--- src/rtl/sdram_seq_pkg.sv ---
package sdram_seq_pkg;
  // Command bits are {cs_n, ras_n, cas_n, we_n}
  typedef enum logic [3:0] {
    CMD_DESEL = 4'b1111,
    CMD_NOP   = 4'b0111,
    CMD_ACT   = 4'b0011,
    CMD_RD    = 4'b0101,
    CMD_WR    = 4'b0100,
    CMD_PRE   = 4'b0010,
    CMD_REF   = 4'b0001,
    CMD_LMR   = 4'b0000
  } sd_cmd_e;

  typedef enum logic [2:0] {
    ST_IPRE, ST_IREF1, ST_IREF2, ST_ILMR, ST_IDLE, ST_COL
  } seq_st_e;
endpackage

--- src/rtl/sdram_ref_timer.sv ---
module sdram_ref_timer #(
  parameter int REF_INT = 2230
) (
  input  logic clk,
  input  logic rst_n,
  input  logic en,
  input  logic ack,
  output logic due
);
  localparam int CW = $clog2(REF_INT + 1);
  logic [CW-1:0] cnt;

  always_ff @(posedge clk) begin
    if (!rst_n) begin
      cnt <= '0;
      due <= 1'b0;
    end else if (en) begin
      if (cnt == CW'(REF_INT - 1)) begin
        cnt <= '0;
        due <= 1'b1;
      end else begin
        cnt <= cnt + 1'b1;
        if (ack) due <= 1'b0;
      end
    end
  end
endmodule

--- src/rtl/sdram_rd_pipe.sv ---
module sdram_rd_pipe #(
  parameter int CAS_LAT = 2,
  parameter int DATA_W  = 32
) (
  input  logic              clk,
  input  logic              rst_n,
  input  logic              rd_fire,
  input  logic [DATA_W-1:0] dq_in,
  output logic              rsp_valid,
  output logic [DATA_W-1:0] rsp_data
);
  logic [CAS_LAT-1:0] sh;

  generate
    if (CAS_LAT > 1) begin : g_long
      always_ff @(posedge clk) begin
        if (!rst_n) sh <= '0;
        else        sh <= {sh[CAS_LAT-2:0], rd_fire};
      end
    end else begin : g_short
      always_ff @(posedge clk) begin
        if (!rst_n) sh <= '0;
        else        sh <= rd_fire;
      end
    end
  endgenerate

  always_ff @(posedge clk) begin
    if (!rst_n) begin
      rsp_valid <= 1'b0;
      rsp_data  <= '0;
    end else begin
      rsp_valid <= sh[CAS_LAT-1];
      if (sh[CAS_LAT-1]) rsp_data <= dq_in;
    end
  end
endmodule

--- src/rtl/sdram_seq_fsm.sv ---
module sdram_seq_fsm
  import sdram_seq_pkg::*;
#(
  parameter int ROW_W = 11, parameter int COL_W = 8, parameter int BANK_W = 2,
  parameter int DATA_W = 32, parameter int CAS_LAT = 2, parameter bit BURST_INTERLEAVE = 1'b0,
  parameter int INIT_WAIT = 14300, parameter int T_RCD = 3, parameter int T_RP = 3,
  parameter int T_RFC = 9, parameter int T_WR = 2, parameter int T_MRD = 2
) (
  input  logic                          clk,
  input  logic                          rst_n,
  input  logic                          req_valid,
  output logic                          req_ready,
  input  logic                          req_write,
  input  logic [ROW_W+BANK_W+COL_W-1:0] req_addr,
  input  logic [DATA_W-1:0]             req_wdata,
  input  logic [DATA_W/8-1:0]           req_be,
  input  logic                          ref_due,
  output logic                          ref_ack,
  output logic                          init_done,
  output sd_cmd_e                       cmd,
  output logic [BANK_W-1:0]             ba,
  output logic [ROW_W-1:0]              addr,
  output logic [DATA_W/8-1:0]           dqm,
  output logic [DATA_W-1:0]             dq_out,
  output logic                          dq_oe,
  output logic                          rd_fire
);
  localparam int HOLD_W = $clog2(INIT_WAIT + T_RFC + T_RP + T_WR + CAS_LAT + T_RCD + T_MRD + 2);
  localparam int AP_BIT = ROW_W - 1;
  localparam logic [ROW_W-1:0] AP_MASK = ROW_W'(1) << AP_BIT;
  localparam logic [ROW_W-1:0] MODE_WORD =
    ROW_W'({3'(CAS_LAT), BURST_INTERLEAVE, 3'b000});
  localparam logic [HOLD_W-1:0] RD_GAP = HOLD_W'(CAS_LAT + T_RP - 1);
  localparam logic [HOLD_W-1:0] WR_GAP = HOLD_W'(T_WR + T_RP - 1);

  seq_st_e                st;
  logic [HOLD_W-1:0]      hold;
  logic                   lat_we;
  logic [BANK_W-1:0]      lat_bank;
  logic [COL_W-1:0]       lat_col;
  logic [DATA_W-1:0]      lat_data;
  logic [DATA_W/8-1:0]    lat_be;

  wire idle_free = (st == ST_IDLE) && (hold == '0);
  assign req_ready = idle_free && !ref_due;
  assign ref_ack   = idle_free && ref_due;
  assign init_done = (st == ST_IDLE) || (st == ST_COL);

  always_ff @(posedge clk) begin
    if (!rst_n) begin
      st <= ST_IPRE;
      hold <= HOLD_W'(INIT_WAIT - 1);
      cmd <= CMD_DESEL; ba <= '0; addr <= '0; dqm <= '0;
      dq_out <= '0; dq_oe <= 1'b0; rd_fire <= 1'b0;
      lat_we <= 1'b0; lat_bank <= '0; lat_col <= '0; lat_data <= '0; lat_be <= '0;
    end else begin
      cmd <= CMD_DESEL;
      dq_oe <= 1'b0;
      dqm <= '0;
      rd_fire <= 1'b0;
      if (hold != '0) begin
        hold <= hold - 1'b1;
      end else begin
        case (st)
          ST_IPRE: begin
            cmd <= CMD_PRE; addr <= AP_MASK;
            hold <= HOLD_W'(T_RP - 1); st <= ST_IREF1;
          end
          ST_IREF1: begin
            cmd <= CMD_REF; hold <= HOLD_W'(T_RFC - 1); st <= ST_IREF2;
          end
          ST_IREF2: begin
            cmd <= CMD_REF; hold <= HOLD_W'(T_RFC - 1); st <= ST_ILMR;
          end
          ST_ILMR: begin
            cmd <= CMD_LMR; addr <= MODE_WORD; ba <= '0;
            hold <= HOLD_W'(T_MRD - 1); st <= ST_IDLE;
          end
          ST_IDLE: begin
            if (ref_due) begin
              cmd <= CMD_REF; hold <= HOLD_W'(T_RFC - 1);
            end else if (req_valid) begin
              cmd <= CMD_ACT;
              ba <= req_addr[COL_W +: BANK_W];
              addr <= req_addr[COL_W+BANK_W +: ROW_W];
              lat_we <= req_write;
              lat_bank <= req_addr[COL_W +: BANK_W];
              lat_col <= req_addr[COL_W-1:0];
              lat_data <= req_wdata;
              lat_be <= req_be;
              hold <= HOLD_W'(T_RCD - 1);
              st <= ST_COL;
            end
          end
          ST_COL: begin
            ba <= lat_bank;
            addr <= ROW_W'(lat_col) | AP_MASK;
            if (lat_we) begin
              cmd <= CMD_WR; dq_out <= lat_data; dq_oe <= 1'b1;
              dqm <= ~lat_be; hold <= WR_GAP;
            end else begin
              cmd <= CMD_RD; rd_fire <= 1'b1; hold <= RD_GAP;
            end
            st <= ST_IDLE;
          end
          default: st <= ST_IPRE;
        endcase
      end
    end
  end
endmodule

--- src/rtl/sdram_seq_ctrl.sv ---
module sdram_seq_ctrl
  import sdram_seq_pkg::*;
#(
  parameter int ROW_W = 11, parameter int COL_W = 8, parameter int BANK_W = 2,
  parameter int DATA_W = 32, parameter int CAS_LAT = 2, parameter bit BURST_INTERLEAVE = 1'b0,
  parameter int INIT_WAIT = 14300, parameter int REF_INT = 2230,
  parameter int T_RCD = 3, parameter int T_RP = 3, parameter int T_RFC = 9,
  parameter int T_WR = 2, parameter int T_MRD = 2
) (
  input  logic                          clk,
  input  logic                          rst_n,
  input  logic                          req_valid,
  output logic                          req_ready,
  input  logic                          req_write,
  input  logic [ROW_W+BANK_W+COL_W-1:0] req_addr,
  input  logic [DATA_W-1:0]             req_wdata,
  input  logic [DATA_W/8-1:0]           req_be,
  output logic                          rsp_valid,
  output logic [DATA_W-1:0]             rsp_data,
  output logic                          init_done,
  output logic                          sd_cs_n,
  output logic                          sd_ras_n,
  output logic                          sd_cas_n,
  output logic                          sd_we_n,
  output logic [BANK_W-1:0]             sd_ba,
  output logic [ROW_W-1:0]              sd_addr,
  output logic [DATA_W/8-1:0]           sd_dqm,
  output logic [DATA_W-1:0]             sd_dq_out,
  output logic                          sd_dq_oe,
  input  logic [DATA_W-1:0]             sd_dq_in
);
  sd_cmd_e cmd;
  logic    ref_due, ref_ack, rd_fire;

  sdram_ref_timer #(.REF_INT(REF_INT)) u_timer (
    .clk(clk), .rst_n(rst_n), .en(init_done), .ack(ref_ack), .due(ref_due)
  );

  sdram_seq_fsm #(
    .ROW_W(ROW_W), .COL_W(COL_W), .BANK_W(BANK_W), .DATA_W(DATA_W),
    .CAS_LAT(CAS_LAT), .BURST_INTERLEAVE(BURST_INTERLEAVE), .INIT_WAIT(INIT_WAIT),
    .T_RCD(T_RCD), .T_RP(T_RP), .T_RFC(T_RFC), .T_WR(T_WR), .T_MRD(T_MRD)
  ) u_fsm (
    .clk(clk), .rst_n(rst_n), .req_valid(req_valid), .req_ready(req_ready),
    .req_write(req_write), .req_addr(req_addr), .req_wdata(req_wdata), .req_be(req_be),
    .ref_due(ref_due), .ref_ack(ref_ack), .init_done(init_done), .cmd(cmd),
    .ba(sd_ba), .addr(sd_addr), .dqm(sd_dqm), .dq_out(sd_dq_out), .dq_oe(sd_dq_oe),
    .rd_fire(rd_fire)
  );

  sdram_rd_pipe #(.CAS_LAT(CAS_LAT), .DATA_W(DATA_W)) u_rdp (
    .clk(clk), .rst_n(rst_n), .rd_fire(rd_fire), .dq_in(sd_dq_in),
    .rsp_valid(rsp_valid), .rsp_data(rsp_data)
  );

  assign {sd_cs_n, sd_ras_n, sd_cas_n, sd_we_n} = cmd;
endmodule

--- config.mk ---
export PLATFORM = sky130hd
export DESIGN_NAME = sdram_seq_ctrl
export DESIGN_NICKNAME = d
export VERILOG_FILES = /design/src/rtl/sdram_seq_pkg.sv /design/src/rtl/sdram_ref_timer.sv /design/src/rtl/sdram_rd_pipe.sv /design/src/rtl/sdram_seq_fsm.sv /design/src/rtl/sdram_seq_ctrl.sv
export SDC_FILE = /design/constraint.sdc
export NUM_CORES = 1
export LEC_CHECK = 0
export BUFFER_PORTS_ARGS = -buffer_cell sky130_fd_sc_hd__buf_2
export CORE_MARGIN = 3
export CORE_UTILIZATION = 45
export DETAILED_ROUTE_END_ITERATION = 16
export PLACE_DENSITY = 0.7
export SLEW_MARGIN = 10
export SYNTH_ARGS = -nofsm -noshare
export SYNTH_HDL_FRONTEND = slang
export SYNTH_SLANG_ARGS = --single-unit
--- constraint.sdc ---
create_clock -name clk -period 3.32 [get_ports clk]
set_clock_uncertainty 0.1 [all_clocks]
set_input_delay 0.332 -clock clk [delete_from_list [all_inputs] [get_ports clk]]
set_output_delay 0.332 -clock clk [all_outputs]
set_load 0.02 [all_outputs]
==> results of run 1 <==
[per-stage QoR]
stage,std cells,total power [uW],hold WS [ns]
after floorplan,775,2131,0.2860
after global placement,1080,2205,0.2897
after detailed placement,1080,2204,0.2932
after CTS,1112,4157,0.03232
after global routing,1112,4261,0.03041
final,1112,4116,0.05084
[state kept, by name, indices dropped and copies added (netlist names), 2 cells and up]
| register | count |
|---|---|
| u_fsm.dq_out | 32 |
| u_fsm.lat_data | 32 |
| u_rdp.rsp_data | 32 |
| u_fsm.hold | 14 |
| u_timer.cnt | 12 |
| u_fsm.addr | 11 |
| u_fsm.lat_col | 8 |
| u_fsm.cmd | 4 |
| u_fsm.dqm | 4 |
| u_fsm.lat_be | 4 |
| u_fsm.st | 3 |
| u_fsm.ba | 2 |
| u_fsm.lat_bank | 2 |
| u_rdp.sh | 2 |
[cell usage in the layout, fill, tap and decap left out, types with 9 or more instances in the layout]
master	instances
nor2_1	64
inv_1	9
o21ai_0	93
mux2i_1	41
xnor2_1	10
a21oi_1	96
nand2_1	18
nor3_1	14
dfxtp_1	166
buf_2	181
o31ai_1	15
nand4_1	13
nand3_1	92
clkbuf_16	17
buf_4	9
[area by class of cell]
type                    instances  area [um^2]  share of cell area
clock inverters                13        146.4             0.01760
multi-input cells             527         3100              0.3727
inverters                      10        40.04            0.004813
repair buffers                192         1013              0.1218
clock buffers                  19        442.9             0.05325
well taps                     184        230.2             0.02768
flip-flops and latches        167         3344              0.4021
[power by group through the flow]
stage                     clock [uW]  combinational [uW]  sequential (uW)
after global routing            2090                 151             2020
after CTS                       2000                 136             2020
after detailed placement           0                 135             2070
after floorplan                    0                72.4             2060
final                           1960                 135             2020
after global placement             0                 136             2070
[critical path: cells and delay by family (launching register included)]
kind,cells,cell delay (ns)
and+or+nand+nor,3,0.95
DFF,1,0.34
adders and majority gates,1,0.22
buffers and inverters,2,0.29
[metal layers]
metal | vias up | track usage | part of all wire | routed length (um)
li1 | 3050 | - | - | -
met1 | 2829 | 0.2735 | 0.44 | 7602
met2 | 212 | 0.3192 | 0.47 | 8094
met3 | 23 | 0.05978 | 0.073 | 1260
met4 | 4 | 0.06856 | 0.015 | 250
met5 | - | 0 | 0.0013 | 23
[cells by family (layout without fill, tap and decap cells)]
kind of cell / after synthesis / in the layout / share of synthesized area
XOR/XNOR: 16 / 16 / 0.02069
buffers and inverters: 81 / 234 / 0.05007
multiplexers: 43 / 43 / 0.06393
AO/OA/AOI/OAI: 219 / 219 / 0.1741
flip-flops: 167 / 167 / 0.4937
AND/OR/NAND/NOR: 246 / 246 / 0.1920
adder cells (fa/ha/maj): 3 / 3 / 0.005544
[path summary, 6_finish.rpt]
check | endpoint | slack (ns) | cells past startpoint | start
setup / recovery | req_ready | 0.67 | 6 | u_fsm.hold[0]
hold reg to reg | u_fsm.dqm[0] | 0.30 | 1 | u_fsm.lat_be[0]
hold / removal | u_rdp.rsp_data[8] | 0.05 | 3 | sd_dq_in[8]
setup reg to reg | u_fsm.addr[10] | 0.69 | 6 | u_fsm.hold[0]
==> flow_metrics.env, run 1 <==
export IMPL_cp_max_fo=5
export IMPL_fin_tns_setup_ns=0
export IMPL_seq_power_share=0.492
export IMPL_synth_area_leaders="dfxtp_1, a21oi_1, o21ai_0, nand3_1, mux2i_1"
export IMPL_cp_arrival_ns=2.22
export IMPL_drt_pre_antenna_iters=5
export IMPL_cts_resized=0
export IMPL_coreArea_mm2=0.01464
export IMPL_root_buffer="clkbuf_16"
export IMPL_switchingPower_uw=910.3
export IMPL_gp_congestion=0.7681
export IMPL_crit_type="flop to output port"
export IMPL_antenna_found_initial=2
export IMPL_async_flop_share=0
export IMPL_viasPerCell=5.502
export IMPL_fill_cells=1335
export IMPL_clock_path_buffers=2
export IMPL_ys_seq_area_frac=0.4937
export IMPL_crit_chain="inv_1, ha_1, nor4b_1, nand4b_1, nor3_1, buf_2"
export IMPL_pin_count=182
export IMPL_cts_tree="yes"
export IMPL_worst_slew_pin_transition_ns=1.045
export IMPL_stdcell_area_mm2=0.008318
export IMPL_layout_drive_gt1_share=0.2554
export IMPL_cp_slowest_stage_delay_ns=0.34
export IMPL_synth_seq_cells=167
export IMPL_maxSlewHeadroom=0.3012
export IMPL_ir_drop_v=0.0003290
export IMPL_die_area_mm2=0.01656
export IMPL_die_x_um=128.7
export IMPL_rsz0062_at_grt="no"
export IMPL_slew_viol_final=0
export IMPL_setup_viol=0
export IMPL_drv_cap=0
export IMPL_port_buffers=181
export IMPL_drc_errors=0
export IMPL_syn_num_nets=871
export IMPL_synth_top_area_frac=0.4937
export IMPL_start_kind="flop"
export IMPL_synth_edf_count=0
export IMPL_fin_ws_ns=0.6695
export IMPL_swShare=0.2212
export IMPL_vias=6118
export IMPL_cts_buffers=17
export IMPL_ys_top_cells_by_count="dfxtp_1, a21oi_1, o21ai_0"
export IMPL_synthCells=775
export IMPL_p_comb_frac=0.033
export IMPL_syn_area_per_cell_um2=8.737
export IMPL_fin_nets=1011
export IMPL_synthMostInstantiatedCell="dfxtp_1"
export IMPL_drt_iter0_drc=370
export IMPL_internal_power_uw=3206
export IMPL_p_clk_frac=0.475
export IMPL_synth_top_area_cell="dfxtp_1"
export IMPL_worst_ep_required_time_ns=2.89
export IMPL_powerDensity_mw_per_mm2=494.9
export IMPL_holdCritPathClass="primary input to flop"
export IMPL_fin_crit_ns=2.650
export IMPL_worst_setup_path_end_kind="output port"
export IMPL_ys_flop_type="dfxtp_1"
export IMPL_p_leak_uw=0.003204
export IMPL_h_tree_depth=4
export IMPL_wl_per_cell_um=15.49
export IMPL_fmax_ghz=0.3773
export IMPL_grt_pass1_wl_um=27600
export IMPL_finalCritPeriodShare=0.7983
export IMPL_fp_row_count=44
export IMPL_grt_max_degree=69
export IMPL_slowest_stage="dfxtp_1"
export IMPL_totalWireLength_um=17230
export IMPL_placed_cell_area_mm2=0.007729
export IMPL_fp_dieH_um=128.7
export IMPL_dp_slack_ns=0.7175
export IMPL_postCtsHoldBufs=0
export IMPL_final_hold_viol_count=0
export IMPL_clk_latency_ns=0.42
export IMPL_clk_pin_slew_ns=0.07
export IMPL_ys_warnings_count=0
export IMPL_synth_cell_type_count=48
export IMPL_final_core_util=0.5680
export IMPL_n_antenna_cell=0
export IMPL_numClockSinks=167
export IMPL_start_util=0.4624
export IMPL_status="finished clean"
export IMPL_grt_ovfl_total=0
export IMPL_place_hpwl_um=11200
export IMPL_post_cts_buffers=0
export IMPL_syn_to_final_growth_pct=22.84
export IMPL_netlist_area_mm2=0.006771
export IMPL_ant_nets=0
export IMPL_grtUsageTotal=0.2048
export IMPL_first_global_vias=5539
(Power assumes the default switching activity.)
==> inputs of run 2 (changes only) <==
- clock period: 3.32 -> 2.49 ns (I/O delays scaled with it)
==> run 2 against run 1 <==
Global-route usage grew 2.4 points; largest cell class unchanged; critical endpoint unchanged; sequential cell count did not move; clock-buffer cell count up 4.
==> flow_metrics.env, run 2 (same netlist as run 1, synthesis figures left out) <==
export IMPL_cp_max_fo=5
export IMPL_worst_setup_path_end_kind="output port"
export IMPL_cp_arrival_ns=2.00
export IMPL_setup_viol=0
export IMPL_cts_buffers=17
export IMPL_grtUsageTotal=0.2284
export IMPL_gp_congestion=0.7841
export IMPL_n_antenna_cell=0
export IMPL_drt_iter0_drc=438
export IMPL_ant_nets=0
export IMPL_h_tree_depth=4
export IMPL_totalWireLength_um=19400
export IMPL_clk_latency_ns=0.42
export IMPL_place_hpwl_um=11730
export IMPL_root_buffer="clkbuf_16"
export IMPL_coreArea_mm2=0.01464
export IMPL_clk_pin_slew_ns=0.06
export IMPL_drc_errors=0
export IMPL_start_kind="flop"
export IMPL_fp_dieH_um=128.7
export IMPL_fmax_ghz=0.4264
export IMPL_cts_tree="yes"
export IMPL_first_global_vias=6172
export IMPL_status="finished clean"
export IMPL_syn_to_final_growth_pct=36.84
export IMPL_viasPerCell=5.474
export IMPL_final_common_cell="buf_2"
export IMPL_port_buffers=181
export IMPL_grt_pass1_wl_um=30710
export IMPL_fin_nets=1104
export IMPL_powerDensity_mw_per_mm2=611.9
export IMPL_drt_pre_antenna_iters=5
export IMPL_worst_ep_required_time_ns=2.14
export IMPL_final_cell_mix="buf_2, dfxtp_1, a21oi_1"
export IMPL_wl_per_cell_um=16.10
export IMPL_die_area_mm2=0.01656
export IMPL_final_hold_viol_count=0
export IMPL_p_total_uw=5670
export IMPL_die_x_um=128.7
export IMPL_fin_crit_ns=2.345
export IMPL_post_cts_buffers=0
export IMPL_grt_ovfl_total=0
export IMPL_grt_max_degree=52
export IMPL_numClockSinks=167
export IMPL_pin_count=182
export IMPL_maxSlewHeadroom=0.2487
export IMPL_clock_path_buffers=2
export IMPL_slew_viol_final=0
export IMPL_start_util=0.4624
export IMPL_drv_cap=0
export IMPL_antenna_found_initial=0
export IMPL_crit_type="flop to output port"
export IMPL_p_leak_uw=0.003617
export IMPL_worst_slew_pin_transition_ns=1.123
export IMPL_reg_top3="u_fsm.dq_out x32, u_fsm.lat_data x32, u_rdp.rsp_data x32"
export IMPL_finalCritPeriodShare=0.9419
export IMPL_vias=6596
export IMPL_ir_drop_v=0.0005000
export IMPL_holdCritPathClass="primary input to flop"
export IMPL_fp_row_count=44
export IMPL_finalHoldWorstSlack_ns=0.01633
export IMPL_layout_drive_gt1_share=0.2439
## run 2: cell count changes in the layout (fill, tap and decap cells not counted), sizes merged
cell	change
dlygate4sd3	+78
buf	+14
clkbuf	+4
clkinv	-4
and4b	+1
bufinv	+1
clkinvlp	-1
## run 2: layout make-up
| type | instances | area, um^2 |
|---|---|---|
| clock buffers | 23 | 457.9 |
| well taps | 184 | 230.2 |
| flip-flops and latches | 167 | 3344 |
| clock inverters | 9 | 138.9 |
| multi-input cells | 528 | 3118 |
| repair buffers | 284 | 1937 |
| fillers | 1227 | 5378 |
| inverters | 10 | 40.04 |
## run 2: per-layer routing
metal  share of wire  GRT usage  vias to the layer above
met3           0.067    0.05895                       24
met1            0.44     0.2973                     3085
met2            0.48     0.3704                      251
met4           0.015    0.07783                        0
li1                -          -                     3236
met5               0          0                        -
## run 2: per-stage QoR
stage / instance area (um^2) / utilization / instances / TNS (ns) / setup slack [ns]
global placement: 7871 / 0.5375 / 1094 / 0 / 0.2474
finish: 9266 / 0.6328 / 1205 / 0 / 0.1448
detailed placement: 7871 / 0.5375 / 1094 / 0 / 0.1766
floorplan: 6771 / - / 775 / 0 / 0.5102
global route: 9266 / 0.6328 / 1205 / -0.009488 / -0.009488
CTS: 9249 / 0.6316 / 1204 / 0 / 0.03220
## run 2: worst max-delay path: stages (launching register included)
cell      delay, ns
dfxtp_1        0.33
inv_1          0.08
ha_1           0.22
nor4b_2        0.28
nand4b_1       0.22
nor3_1         0.25
buf_2          0.20
## run 2: power breakdown
part	switching (uW)	internal, uW
sequential	9.30	2680
combinational	136	165
clock	1060	1620
total	1210	4460
## run 2: final timing paths
| path | start | cells after the start | slack [ns] | to |
|---|---|---|---|---|
| hold reg to reg | u_fsm.lat_be[1] | 1 | 0.30 | u_fsm.dqm[1] |
| setup / recovery | u_fsm.hold[0] | 6 | 0.14 | req_ready |
| hold / removal | req_write | 3 | 0.02 | u_fsm.lat_we |
| setup reg to reg | u_fsm.hold[0] | 7 | 0.18 | u_fsm.lat_data[5] |
## run 2: what timing repair did
action,in CTS,in global routing
endpoints found under the setup margin,0,7
endpoints found under the hold margin,78,0
gates resized for setup,0,1
hold buffers,78,0
==> inputs of run 3 (changes only) <==
- ABC_AREA: not set -> 1
- HOLD_SLACK_MARGIN: not set -> 0.15
==> run 3 against run 2 <==
Global-route usage shrank 1.2 points; non-clock buffer count grew 7; first-iteration DRC count shrank 4.1%; setup slack gained 0.027 ns; cell area grew 3.8%; die area grew 1.8%; critical path type is now flop to flop; largest cell class unchanged; highest routed layer unchanged.
==> flow_metrics.env, run 3 <==
export IMPL_drc_errors=0
export IMPL_met3_length_um=1142
export IMPL_cts_buffers=17
export IMPL_fmax_ghz=0.4314
export IMPL_routed_top_layer="met4"
export IMPL_clk_pin_slew_ns=0.06
export IMPL_cp_max_fo=23
export IMPL_worst_setup_path_end_kind="flop"
export IMPL_numClockSinks=167
export IMPL_coreArea_mm2=0.01475
export IMPL_setup_viol=0
export IMPL_switchingPower_uw=1152
export IMPL_ir_drop_v=0.0004856
export IMPL_ys_flop_type="dfxtp_1"
export IMPL_reg_top3="u_fsm.dq_out x32, u_fsm.lat_data x32, u_rdp.rsp_data x32"
export IMPL_final_hold_viol_count=0
export IMPL_p_comb_frac=0.045
export IMPL_clock_path_buffers=2
export IMPL_drv_cap=0
export IMPL_p_total_uw=5752
export IMPL_worst_ep_required_time_ns=2.69
export IMPL_status="finished clean"
export IMPL_grt_max_degree=90
export IMPL_fp_row_count=44
export IMPL_synth_edf_count=0
export IMPL_ant_nets=0
export IMPL_syn_num_nets=1099
export IMPL_port_buffers=181
export IMPL_clk_latency_ns=0.41
export IMPL_gp_congestion=0.8625
export IMPL_vias=6786
export IMPL_start_util=0.4677
export IMPL_fin_crit_ns=2.318
export IMPL_netlist_area_mm2=0.006900
export IMPL_layout_drive_gt1_share=0.1947
export IMPL_wl_per_cell_um=12.79
export IMPL_synth_seq_cells=167
export IMPL_dp_slack_ns=0.4959
export IMPL_synth_cell_type_count=27
export IMPL_cts_tree="yes"
export IMPL_worst_path_buf_inv=3
export IMPL_viasPerCell=4.638
export IMPL_synthCells=1003
export IMPL_ys_top_cells_by_count="nor2_1, nand2_1, dfxtp_1"
export IMPL_internal_power_uw=4600
export IMPL_stdcell_area_mm2=0.009622
export IMPL_root_buffer="clkbuf_16"
export IMPL_start_kind="flop"
export IMPL_slew_viol_final=0
export IMPL_async_flop_share=0
export IMPL_cp_slowest_stage_delay_ns=0.55
export IMPL_grt_ovfl_total=0
export IMPL_n_antenna_cell=0
export IMPL_p_leak_uw=0.005088
export IMPL_cpLargestDelayFamily="buffers and inverters"
export IMPL_die_x_um=129.8
export IMPL_ys_seq_area_frac=0.4845
export IMPL_place_hpwl_um=11000
export IMPL_crit_chain="inv_1, ha_4, nand2_2, nor2_4, nand2_4, nor2_4, nand2_8, buf_16, nor2_1, nor2_1, dlygate4sd3_1"
export IMPL_ys_warnings_count=0
export IMPL_fin_nets=1364
export IMPL_synth_top_area_frac=0.4845
export IMPL_synth_top_area_cell="dfxtp_1"
export IMPL_first_global_vias=6354
export IMPL_fp_dieH_um=129.8
export IMPL_fin_ws_ns=0.1719
export IMPL_placed_cell_area_mm2=0.007941
export IMPL_drt_iter0_drc=420
export IMPL_p_clk_frac=0.489
export IMPL_die_area_mm2=0.01686
export IMPL_syn_to_final_growth_pct=39.44
export IMPL_wl_met1_um=8303
export IMPL_swShare=0.2002
export IMPL_maxSlewHeadroom=0.6977
export IMPL_seq_power_share=0.466
export IMPL_powerDensity_mw_per_mm2=597.8
export IMPL_holdCritPathClass="primary input to flop"
export IMPL_synthMostInstantiatedCell="nor2_1"
export IMPL_antenna_found_initial=0
export IMPL_syn_area_per_cell_um2=6.880
export IMPL_slowest_stage="dlygate4sd3_1"
export IMPL_worst_slew_pin_transition_ns=0.4499
export IMPL_wl_met2_um=8914
export IMPL_h_tree_depth=4
export IMPL_pin_count=182
export IMPL_drt_pre_antenna_iters=5
export IMPL_finalHoldWorstSlack_ns=0.1708
export IMPL_grt_pass1_wl_um=29570
export IMPL_fin_tns_setup_ns=0
export IMPL_grtUsageTotal=0.2162
export IMPL_cp_arrival_ns=2.52
export IMPL_finalCritPeriodShare=0.9310
export IMPL_synth_area_leaders="dfxtp_1, nor2_1, nand2_1, inv_1, o21ai_0"
export IMPL_final_cell_mix="nor2_1, nand2_1, buf_2"
export IMPL_totalWireLength_um=18710
export IMPL_final_common_cell="nor2_1"
export IMPL_crit_type="flop to flop"
[run 3: changes by cell type in the layout (fill, tap and decap cells not counted), sizes merged, moves of 9 or more]
cell	change
nand3	-59
mux2i	-41
nor3	-9
nand2	+212
buf	-10
inv	+110
a21oi	-73
nor2	+220
o21ai	-30
o31ai	-15
dlygate4sd3	+15
[run 3: per-layer routing]
layer	up-vias	track usage
met5	-	0
met4	0	0.06968
met3	32	0.06263
met2	187	0.3576
met1	3021	0.2732
li1	3546	-
[run 3: cell type report]
type,instances,area (um^2)
Timing Repair Buffer,291,2059
Inverter,123,466.7
Clock buffer,17,425.4
Clock inverter,13,205.2
Sequential cell,167,3343
Fill cell,1264,5132
Tap cell,184,230.2
Multi-Input combinational cell,668,2892
[run 3: path summary, 6_finish.rpt]
path / start / endpoint / slack, ns / depth (start not counted)
setup / recovery: u_fsm.hold[0] / u_fsm.lat_col[1] / 0.17 / 11
hold / removal: req_addr[10] / u_fsm.addr[0] / 0.17 / 5
setup reg to reg: u_fsm.hold[0] / u_fsm.lat_col[1] / 0.17 / 11
hold reg to reg: u_fsm.lat_be[3] / u_fsm.dqm[3] / 0.31 / 1
[run 3: logic make-up after synthesis]
logic type	share of synthesized area
and+or+nand+nor	0.3267
buffers and inverters	0.1010
adders and majority gates	0.005440
AOI/OAI and AO/OA	0.06455
xor gates and xnor gates	0.01777
DFF	0.4845
[run 3: power by group through the flow]
stage,sequential (uW),combinational [uW],clock (uW)
2_1_floorplan,2740,49.2,0
3_3_place_gp,2740,145,0
3_5_place_dp,2740,144,0
4_1_cts,2680,248,2880
5_1_grt,2680,281,2990
6_report,2680,258,2810
[run 3: through the flow]
| step | cells | utilization |
|---|---|---|
| floorplan | 1003 | - |
| global placement | 1334 | 0.5382 |
| detailed placement | 1334 | 0.5382 |
| CTS | 1457 | 0.6441 |
| global route | 1463 | 0.6521 |
| finish | 1463 | 0.6521 |
[run 3: repair_timing]
item                       4_1_cts  5_1_grt
setup buffers                    0        4
setup endpoints to repair        0        5
hold buffers                    93        0
hold endpoints to repair        87        0
resized for setup                0        8
[run 3: tightest hold or removal path: stages]
cell and delay (ns):
buf_2 0.10, nand2_1 0.06, o21ai_0 0.08, nand3_1 0.09, a21oi_1 0.06
